## src/rtl/isq_pkg.sv

```systemverilog
package isq_pkg;
  typedef enum logic [1:0] {SH_IDLE, SH_SHIFT, SH_LATCH, SH_GAP} sh_state_e;
  typedef enum logic [1:0] {CT_ISSUE, CT_WAIT, CT_DONE} ct_state_e;
  typedef enum logic [2:0] {
    ST_CLEAR, ST_NOISE, ST_CTRL_RST, ST_RSYNC, ST_RLOAD, ST_NLOAD, ST_CTRL_RUN
  } step_e;
endpackage

```

## src/rtl/isq_word_mux.sv

```systemverilog
module isq_word_mux
  import isq_pkg::*;
#(
  parameter int WORD_W    = 24,
  parameter int MOD_W     = 12,
  parameter int MOD_LSB   = 3,
  parameter int RLOAD_BIT = 23,
  parameter int CRST_BIT  = 2
) (
  input  step_e              step_i,
  input  logic [WORD_W-1:0]  noise_word_i,
  input  logic [WORD_W-1:0]  ctrl_word_i,
  input  logic [WORD_W-1:0]  r_word_i,
  input  logic [MOD_W-1:0]   modulus_i,
  input  logic [MOD_W-1:0]   rsync_dly_i,
  input  logic [WORD_W-1:0]  n_word_i,
  output logic [WORD_W-1:0]  word_o
);
  logic [WORD_W-1:0] r_built;
  logic [WORD_W-1:0] c_built;

  always_comb begin
    r_built = r_word_i;
    r_built[MOD_LSB +: MOD_W] = (step_i == ST_RSYNC) ? rsync_dly_i : modulus_i;
    r_built[RLOAD_BIT] = (step_i == ST_RSYNC);
    c_built = ctrl_word_i;
    c_built[CRST_BIT] = (step_i == ST_CTRL_RST);
  end

  always_comb begin
    unique case (step_i)
      ST_CLEAR:    word_o = '0;
      ST_NOISE:    word_o = noise_word_i;
      ST_CTRL_RST: word_o = c_built;
      ST_RSYNC:    word_o = r_built;
      ST_RLOAD:    word_o = r_built;
      ST_NLOAD:    word_o = n_word_i;
      ST_CTRL_RUN: word_o = c_built;
      default:     word_o = '0;
    endcase
  end
endmodule

```

## src/rtl/isq_shifter.sv

```systemverilog
module isq_shifter
  import isq_pkg::*;
#(
  parameter int WORD_W     = 24,
  parameter int DIV_W      = 8,
  parameter int LE_HALVES  = 2,
  parameter int GAP_HALVES = 4
) (
  input  logic              clk,
  input  logic              rst_n,
  input  logic [DIV_W-1:0]  div_i,
  input  logic              load_i,
  input  logic [WORD_W-1:0] word_i,
  output logic              sclk_o,
  output logic              sdata_o,
  output logic              le_o,
  output logic              word_done_o
);
  localparam int BIT_W = $clog2(WORD_W);
  localparam int PH_W  = 3;
  localparam logic [BIT_W-1:0] LAST_BIT = BIT_W'(WORD_W - 1);
  localparam logic [PH_W-1:0]  LE_END   = PH_W'(LE_HALVES - 1);
  localparam logic [PH_W-1:0]  GAP_END  = PH_W'(GAP_HALVES - 1);

  sh_state_e         state_q, state_d;
  logic [DIV_W-1:0]  cnt_q, cnt_d;
  logic [PH_W-1:0]   ph_q, ph_d;
  logic [BIT_W-1:0]  bit_q, bit_d;
  logic [WORD_W-1:0] shreg_q, shreg_d;
  logic              sclk_q, sclk_d;
  logic              le_q, le_d;
  logic              tick;

  assign tick = (cnt_q == div_i);

  always_comb begin
    state_d = state_q;
    cnt_d   = cnt_q;
    ph_d    = ph_q;
    bit_d   = bit_q;
    shreg_d = shreg_q;
    sclk_d  = sclk_q;
    le_d    = le_q;
    if (state_q == SH_IDLE) begin
      if (load_i) begin
        state_d = SH_SHIFT;
        shreg_d = word_i;
        bit_d   = '0;
        cnt_d   = '0;
        sclk_d  = 1'b0;
      end
    end else begin
      cnt_d = tick ? '0 : cnt_q + 1'b1;
      if (tick) begin
        unique case (state_q)
          SH_SHIFT: begin
            if (!sclk_q) begin
              sclk_d = 1'b1;
            end else begin
              sclk_d = 1'b0;
              if (bit_q == LAST_BIT) begin
                state_d = SH_LATCH;
                le_d    = 1'b1;
                ph_d    = '0;
              end else begin
                bit_d   = bit_q + 1'b1;
                shreg_d = {shreg_q[WORD_W-2:0], 1'b0};
              end
            end
          end
          SH_LATCH: begin
            if (ph_q == LE_END) begin
              le_d    = 1'b0;
              state_d = SH_GAP;
              ph_d    = '0;
            end else begin
              ph_d = ph_q + 1'b1;
            end
          end
          SH_GAP: begin
            if (ph_q == GAP_END) state_d = SH_IDLE;
            else                 ph_d    = ph_q + 1'b1;
          end
          default: state_d = SH_IDLE;
        endcase
      end
    end
  end

  always_ff @(posedge clk or negedge rst_n) begin
    if (!rst_n) begin
      state_q <= SH_IDLE;
      cnt_q   <= '0;
      ph_q    <= '0;
      bit_q   <= '0;
      shreg_q <= '0;
      sclk_q  <= 1'b0;
      le_q    <= 1'b0;
    end else begin
      state_q <= state_d;
      cnt_q   <= cnt_d;
      ph_q    <= ph_d;
      bit_q   <= bit_d;
      shreg_q <= shreg_d;
      sclk_q  <= sclk_d;
      le_q    <= le_d;
    end
  end

  assign sclk_o      = sclk_q;
  assign le_o        = le_q;
  assign sdata_o     = shreg_q[WORD_W-1] && (state_q == SH_SHIFT);
  assign word_done_o = (state_q == SH_GAP) && tick && (ph_q == GAP_END);

  // Strobe and serial clock are never high together
  assert_le_sclk_excl_R7: assert property (@(posedge clk) disable iff (!rst_n)
    !(le_o && sclk_o));
  // Data holds across a whole high half
  assert_data_stable_R6: assert property (@(posedge clk) disable iff (!rst_n)
    (sclk_o && $past(sclk_o)) |-> $stable(sdata_o));
  // A new word is only handed over once the idle gap has ended
  assert_load_when_idle_R8: assert property (@(posedge clk) disable iff (!rst_n)
    load_i |-> (state_q == SH_IDLE));
  // The strobe ends in a cycle with no shifting
  assert_le_fall_quiet_R11: assert property (@(posedge clk) disable iff (!rst_n)
    $fell(le_o) |-> !sdata_o);
endmodule

```

## src/rtl/isq_seq_ctrl.sv

```systemverilog
module isq_seq_ctrl
  import isq_pkg::*;
(
  input  logic  clk,
  input  logic  rst_n,
  input  logic  start_i,
  input  logic  rsync_en_i,
  input  logic  word_done_i,
  output step_e step_o,
  output logic  load_o,
  output logic  done_o
);
  ct_state_e state_q, state_d;
  step_e     step_q, step_d;
  logic      done_q, done_d;
  step_e     step_nxt;

  always_comb begin
    unique case (step_q)
      ST_CLEAR:    step_nxt = ST_NOISE;
      ST_NOISE:    step_nxt = ST_CTRL_RST;
      ST_CTRL_RST: step_nxt = rsync_en_i ? ST_RSYNC : ST_RLOAD;
      ST_RSYNC:    step_nxt = ST_RLOAD;
      ST_RLOAD:    step_nxt = ST_NLOAD;
      ST_NLOAD:    step_nxt = ST_CTRL_RUN;
      default:     step_nxt = ST_CTRL_RUN;
    endcase
  end

  always_comb begin
    state_d = state_q;
    step_d  = step_q;
    done_d  = done_q;
    unique case (state_q)
      CT_ISSUE: state_d = CT_WAIT;
      CT_WAIT: begin
        if (word_done_i) begin
          if (step_q == ST_CTRL_RUN) begin
            state_d = CT_DONE;
            done_d  = 1'b1;
          end else begin
            state_d = CT_ISSUE;
            step_d  = step_nxt;
          end
        end
      end
      CT_DONE: begin
        if (start_i) begin
          state_d = CT_ISSUE;
          step_d  = ST_CLEAR;
          done_d  = 1'b0;
        end
      end
      default: state_d = CT_DONE;
    endcase
  end

  always_ff @(posedge clk or negedge rst_n) begin
    if (!rst_n) begin
      state_q <= CT_ISSUE;
      step_q  <= ST_CLEAR;
      done_q  <= 1'b0;
    end else begin
      state_q <= state_d;
      step_q  <= step_d;
      done_q  <= done_d;
    end
  end

  assign step_o = step_q;
  assign load_o = (state_q == CT_ISSUE);
  assign done_o = done_q;

  // No word is issued once the run is complete
  assert_no_load_done_R9: assert property (@(posedge clk) disable iff (!rst_n)
    done_o |-> !load_o);
  // Done holds until a start arrives
  assert_done_hold_R9: assert property (@(posedge clk) disable iff (!rst_n)
    (done_o && !start_i) |=> done_o);
  // A start during a run does not move the sequence
  assert_start_ignored_R10: assert property (@(posedge clk) disable iff (!rst_n)
    (state_q != CT_DONE && start_i && !word_done_i) |=> $stable(step_q));
endmodule

```

## src/rtl/synth_init_seq.sv

```systemverilog
module synth_init_seq
  import isq_pkg::*;
#(
  parameter int WORD_W    = 24,
  parameter int DIV_W     = 8,
  parameter int MOD_W     = 12,
  parameter int MOD_LSB   = 3,
  parameter int RLOAD_BIT = WORD_W - 1,
  parameter int CRST_BIT  = 2
) (
  input  logic              clk,
  input  logic              rst_n,
  input  logic              start_i,
  input  logic [DIV_W-1:0]  sclk_div_i,
  input  logic [WORD_W-1:0] noise_word_i,
  input  logic [WORD_W-1:0] ctrl_word_i,
  input  logic [WORD_W-1:0] r_word_i,
  input  logic [MOD_W-1:0]  modulus_i,
  input  logic [MOD_W-1:0]  rsync_dly_i,
  input  logic              rsync_en_i,
  input  logic [WORD_W-1:0] n_word_i,
  output logic              sclk_o,
  output logic              sdata_o,
  output logic              le_o,
  output logic              done_o
);
  logic [1:0]        rst_pipe_q;
  logic              rst_loc_n;
  step_e             step;
  logic              load;
  logic              word_done;
  logic [WORD_W-1:0] word;

  always_ff @(posedge clk or negedge rst_n) begin
    if (!rst_n) rst_pipe_q <= '0;
    else        rst_pipe_q <= {rst_pipe_q[0], 1'b1};
  end
  assign rst_loc_n = rst_pipe_q[1];

  isq_seq_ctrl u_ctrl (
    .clk         (clk),
    .rst_n       (rst_loc_n),
    .start_i     (start_i),
    .rsync_en_i  (rsync_en_i),
    .word_done_i (word_done),
    .step_o      (step),
    .load_o      (load),
    .done_o      (done_o)
  );

  isq_word_mux #(
    .WORD_W    (WORD_W),
    .MOD_W     (MOD_W),
    .MOD_LSB   (MOD_LSB),
    .RLOAD_BIT (RLOAD_BIT),
    .CRST_BIT  (CRST_BIT)
  ) u_mux (
    .step_i       (step),
    .noise_word_i (noise_word_i),
    .ctrl_word_i  (ctrl_word_i),
    .r_word_i     (r_word_i),
    .modulus_i    (modulus_i),
    .rsync_dly_i  (rsync_dly_i),
    .n_word_i     (n_word_i),
    .word_o       (word)
  );

  isq_shifter #(
    .WORD_W (WORD_W),
    .DIV_W  (DIV_W)
  ) u_shift (
    .clk         (clk),
    .rst_n       (rst_loc_n),
    .div_i       (sclk_div_i),
    .load_i      (load),
    .word_i      (word),
    .sclk_o      (sclk_o),
    .sdata_o     (sdata_o),
    .le_o        (le_o),
    .word_done_o (word_done)
  );

  // Counter reset must be set in the first control write
  assert_ctrl_rst_set_R4: assert property (@(posedge clk) disable iff (!rst_loc_n)
    (load && step == ST_CTRL_RST) |-> word[CRST_BIT]);
  // The normal reference-divider write selects the modulus
  assert_rload_bit_R5: assert property (@(posedge clk) disable iff (!rst_loc_n)
    (load && step == ST_RLOAD) |-> !word[RLOAD_BIT]);
endmodule

```

## config.mk

```make
export PLATFORM = sky130hd
export DESIGN_NAME = synth_init_seq
export DESIGN_NICKNAME = d
export VERILOG_FILES = /design/src/rtl/isq_pkg.sv /design/src/rtl/isq_word_mux.sv /design/src/rtl/isq_shifter.sv /design/src/rtl/isq_seq_ctrl.sv /design/src/rtl/synth_init_seq.sv
export SDC_FILE = /design/constraint.sdc
export NUM_CORES = 1
export LEC_CHECK = 0
export ABC_AREA = 1
export BUFFER_PORTS_ARGS = -buffer_cell sky130_fd_sc_hd__buf_2
export CORE_AREA = 2 2 126 67
export CTS_BUF_LIST = sky130_fd_sc_hd__clkbuf_8
export DETAILED_ROUTE_END_ITERATION = 6
export DIE_AREA = 0 0 128 69
export PLACE_DENSITY = 0.82
export SYNTH_ARGS = -nofsm -noshare
export SYNTH_HDL_FRONTEND = slang
export SYNTH_SLANG_ARGS = --single-unit
```

## constraint.sdc

```tcl
create_clock -name clk -period 2.15 [get_ports clk]
set_clock_uncertainty 0.2 [all_clocks]
set_input_delay 0.5375 -clock clk [delete_from_list [all_inputs] [get_ports clk]]
set_output_delay 0.5375 -clock clk [all_outputs]
set_load 0.03 [all_outputs]
```

Word level (Yosys, flattened, before mapping)
Index checks and enable logic that the tools add are counted.
- register bits: 52
- output and inout bits: 4
- $add $sub $neg: 3
- equal/unequal tests: 29
- mux-type cells: 53
- bitwise gates (word level): 1
- reduce and logical (&&, ||, !) cells: 20
- operators with widths (cell ; count):
    $mux W24 ; 6
    $pmux W24 S6 ; 1
    $mux W5 ; 6
    $mux W3 ; 8
    $mux W8 ; 3
    $mux W2 ; 10
    $reduce_and A6 Y1 ; 3
    $pmux W3 S5 ; 1
    $mux W12 ; 1
    $ne A2 B1 Y1 const B ; 6
    $ne A3 B1 Y1 const B ; 4
    $pmux W2 S3 ; 2
    $mux W1 ; 11
    $reduce_bool A2 Y1 ; 5
    $eq A3 B2 Y1 const B ; 3
    $eq A3 B3 Y1 const B ; 3
    $pmux W3 S3 ; 1
    $add A8 B1 Y8 const B ; 1
    $eq A8 B8 Y1 ; 1
    $ne A2 B2 Y1 const B ; 4
    $reduce_and A4 Y1 ; 2
    $eq A2 B2 Y1 const B ; 3
    $eq A3 B1 Y1 const B ; 2
    $pmux W3 S2 ; 1
    13 further kinds ; 18

Longest topological paths before layout
- word-level depth: 6
- depth in mapped cells: 12
- depth with buffers taken out: 11

Hierarchy
Synthesis repeated with hierarchy kept, for this count alone.
- cell total of the unflattened synthesis: 709
- area total of the unflattened synthesis: 4518.1 um2
- by module, submodules not included (module ; times used ; cells each ; area each (um2) ; seq. area each (um2)):
    isq_shifter ; 1 ; 370 ; 2718.9 ; 1101.1
    isq_word_mux ; 1 ; 281 ; 1370.1 ; 0.0
    isq_seq_ctrl ; 1 ; 55 ; 375.4 ; 150.1
    synth_init_seq ; 1 ; 3 ; 53.8 ; 50.0

Least setup slack after synthesis
OpenSTA, ideal clock, no wires.
- path type: reg2reg
- start point: reg u_shift.state_q[0]
- end point: reg u_shift.shreg_q[4]
- library setup time: 65 ps
- arrival time: 1525 ps
- required time: 1885 ps
- path slack: 360 ps
- stages on the path, launching flop included: 9
- clock period less this slack: 1790 ps
- cells stage by stage: dfrtp_1 > inv_1 > ha_1 > clkbuf_1 > clkbuf_1 > o21ai_0 > nand2_1 > nand4_1 > nand2_1
- word-level cells in the longest chain between the ends: 3
- RTL lines (what ; RTL line ; text):
    from (decl) ; isq_shifter.sv:25 ; sh_state_e state_q, state_d;
    from (signal assigned) ; isq_shifter.sv:100 ; state_q <= state_d;
    $logic_not A2 Y1 / $eq A2 B1 Y1 (equally long branches) ; isq_shifter.sv:44, isq_shifter.sv:55 ;
    $ne A2 B1 Y1 (no line), or another cell as far along ; -- ;
    $reduce_and A5 Y1 (no line) ; -- ;
    to (signal assigned) ; isq_shifter.sv:104 ; shreg_q <= shreg_d;
    to (decl) ; isq_shifter.sv:29 ; logic [WORD_W-1:0] shreg_q, shreg_d;
Parallel ways exist; a longest one is shown, timed or not.
A chain may end at the register's enable or synchronous reset.

Final worst setup path
- start point: reg u_shift.state_q[1]
- end point: out sdata_o
- word-level cells in the longest chain between the ends: 2
- RTL lines (what ; RTL line ; text):
    $eq A2 B1 Y1 ; isq_shifter.sv:112 ; assign sdata_o = shreg_q[WORD_W-1] && (state_q == SH_SHIFT);
    $logic_and A1 B1 Y1 ; isq_shifter.sv:112 ;
    to (decl) ; synth_init_seq.sv:23 ; output logic sdata_o,
No other way between the ends.

==> summary.txt <==
Timing
  • RSZ-0062 raised after global routing: true
  • Final-report hold violation count: 0
  • Minimum clock period: 2080 ps
  • Slew HR: 57.44%
  • Hold slack: 158.3 ps
  • Tcrit/Tclk final: 96.76%
  • Worst setup margin: 69.65 ps
  • Setup TNS: 0 ps
  • Worst Max-Slew Pin Slew: 638.4 ps
  • Fmax: 480.7 MHz
  • Max-slew violation count: 0
  • # setup viols final: 0

Clocking
  • CTS tree: built
  • Clk_lat worst skew: 310 ps
  • Clk buf depth: 2
  • Clock Pin Slew Worst Setup and Hold Paths: 100 ps
  • Post-CTS Setup Bufs: 0
  • Num Clock Sinks: 52
  • Cts bufs inserted: 5
  • CTS H-tree lvls: 2
  • Clock root buffer: clkbuf_8

Finish
  • Fin area: 0.004845 sq mm
  • N_diodes: 0
  • Layout filler cell count: 693
  • Layout cells sized above 1: 22.52%
  • Non-filler instance count after layout: 837
  • Nets: 878
  • Layout area overhead: 22.15%
  • Final Util: 62.82%

Yosys
  • Asr flop ratio synth: 100.0%
  • Post-Synth XOR/XNOR Area: 2.429%
  • Yosys warning total: 0
  • Adder-Cell Fraction of Synth Area: 3.155%
  • Post-Synth Simple-Gate Area: 46.88%
  • Yosys top cell area share: 32.81%
  • Mux contribution to synthesized area: 0.2524%
  • Area leader, netlist: dfrtp_1
  • Register area share after synthesis: 32.81%
  • Most numerous cell in the Yosys netlist: nand2_1
  • Synth cell types: 33
  • Commonest cells in the netlist: nand2_1 (270), nand4_1 (60), nand3_1 (53), dfrtp_1 (52), inv_1 (50)
  • Seq cells post-synth: 52
  • Syn_nets: 764
  • Avg Cell Area, Syn: 6.377 sq um
  • Synth Cell Area: 0.003966 sq mm
  • Synth top area cells: dfrtp_1 (33%), nand2_1 (26%), nand4_1 (9.5%)
  • Post-synth EDFFs: 0
  • Top_reg_cell synth: dfrtp_1
  • Largest family of logic cells by synthesized area: simple AND/OR/NAND/NOR gates
  • Post-Syn Instances: 622
  • Synth Area in Compound Gates: 4.606%

Setup path
  • Worst Path Required: 1410 ps
  • CP startpoint kind: flop
  • CP max FO: 4
  • Critical path data arrival time: 1340 ps
  • Critical Path Sink Type: output port
  • Crit Path Category: flop to output port
  • Flop2flop setup slack: 80 ps

Pwr
  • VDD IR-drop max: 668.0 uV
  • PD cells: 1138 mW/mm^2
  • Static leakage: 2.765 nW
  • Total power: 5.515 mW

Drt
  • Wire per inst: 14.03 um
  • Pre-Repair DR Iteration Count: 5
  • Final ANT Viol Nets: 0
  • Via density: 5.447
  • Post-route DRC: 0
  • Via count: 4559
  • Final WL: 11.74 mm
  • DRT iter0 DRCs: 439

GRT
  • Initial antenna violation count: 0
  • Largest net degree at the start of global routing: 51
  • Vias in the first global route: 4156
  • Gr ovfl total: 0
  • First-pass GRT wire length: 19.30 mm
  • GR Util All Layers: 26.61%

Placement
  • Placed insts: 828
  • Buffers on Ports: 121
  • Place WS: 97.73 ps
  • Placer Congestion: 0.8730
  • Placed Area: 0.004698 sq mm
  • HPWL Detailed: 8.984 mm

Floorplan
  • Die Ht: 69 um
  • Die area: 0.008832 sq mm
  • Row Count: 23
  • IO Pins: 136
  • Core area: 0.007712 sq mm
  • Die Width: 128 um
  • Starting Density: 51.43%

Run
  • Number of max-cap violations: 0

Run status
  • Status: finished clean

Min path
  • Worst Hold Class: flop to asynchronous set/reset pin
[repair_timing]
action                     CTS  global route
hold buffers                 1             0
setup endpoints to repair    0            36
hold endpoints to repair     2             0
resized for setup            0             5
[cells in the final DEF (no fill, tap or decap), types with 2 or more instances in the layout]
cell / n
buf_4: 16
nand2_1: 269
inv_2: 3
dfrtp_2: 2
buf_6: 3
nor3_1: 2
nor2_2: 3
buf_12: 2
nand4_1: 60
o22ai_1: 5
inv_1: 50
nand2_2: 2
clkbuf_8: 6
dfrtp_1: 50
o21ai_0: 19
ha_1: 10
xor2_1: 7
nand3_1: 53
o21bai_1: 2
nor2_4: 2
o21a_1: 2
nor2_1: 29
nand3b_1: 3
buf_2: 121
xnor2_1: 4
[worst paths after layout]
check	from	endpoint	depth (start not counted)
worst max register to register	u_shift.state_q[0]$_DFFE_PN0P_	u_shift.shreg_q[23]$_DFFE_PN0P_	8
worst max-delay path	u_shift.state_q[1]$_DFFE_PN0P_	sdata_o	5
max in group asynchronous	rst_pipe_q[1]$_DFF_PN0_	u_ctrl.step_o[0]$_DFFE_PN0P_	1
worst min-delay path	rst_pipe_q[1]$_DFF_PN0_	u_shift.cnt_q[3]$_DFFE_PN0P_	1
min in group clk	rst_pipe_q[0]$_DFF_PN0_	rst_pipe_q[1]$_DFF_PN0_	0
worst min register to register	rst_pipe_q[1]$_DFF_PN0_	u_shift.cnt_q[3]$_DFFE_PN0P_	1
[report_power, final]
group | internal [mW] | switching, mW
Sequential | 1.24 | 0.258
Clock | 0.381 | 0.336
Combinational | 1.11 | 2.19
Total | 2.73 | 2.78
[area by class of cell]
class / instances / area (sq um) / share of cell area, %
Clock buffer: 6 / 82.58 / 1.705
Inverter: 54 / 205.2 / 4.236
Clock inverter: 2 / 38.79 / 0.8006
Multi-Input combinational cell: 480 / 2280 / 47.06
Sequential cell: 52 / 1304 / 26.91
Timing Repair Buffer: 143 / 809.5 / 16.71
Tap cell: 100 / 125.1 / 2.583
[flip-flops by register name, summed over array words and instances (netlist names)]
| name | flops |
|---|---|
| u_shift.le_o | 1 |
| rst_pipe_q | 2 |
| u_shift.ph_q | 3 |
| u_shift.state_q | 2 |
| u_ctrl.done_o | 1 |
| u_shift.cnt_q | 8 |
| u_shift.shreg_q | 24 |
| u_shift.bit_q | 5 |
| u_ctrl.step_o | 3 |
| u_shift.sclk_o | 1 |
| u_ctrl.state_q | 2 |
[layer usage]
layer / wire length (um) / track usage [%] / part of all wire [%]
met1: 5585 / 38.72 / 48
met2: 5148 / 42.19 / 44
met3: 875 / 4.581 / 7.5
met4: 134 / 4.762 / 1.1
met5: 0 / 0 / 0
[critical path: stages, from the launching register on]
cell	delay (ps)
dfrtp_1	420
inv_1	120
ha_1	190
nand2_1	80
inv_1	50
buf_2	180
[cells by family after synthesis]
group,Yosys count
muxes,1
and+or+nand+nor,425
xor gates and xnor gates,11
DFF,52
other,1
adders and majority gates,10
AOI/OAI and AO/OA,32
buffers and inverters,90
Power figures use the tool's default switching activity.
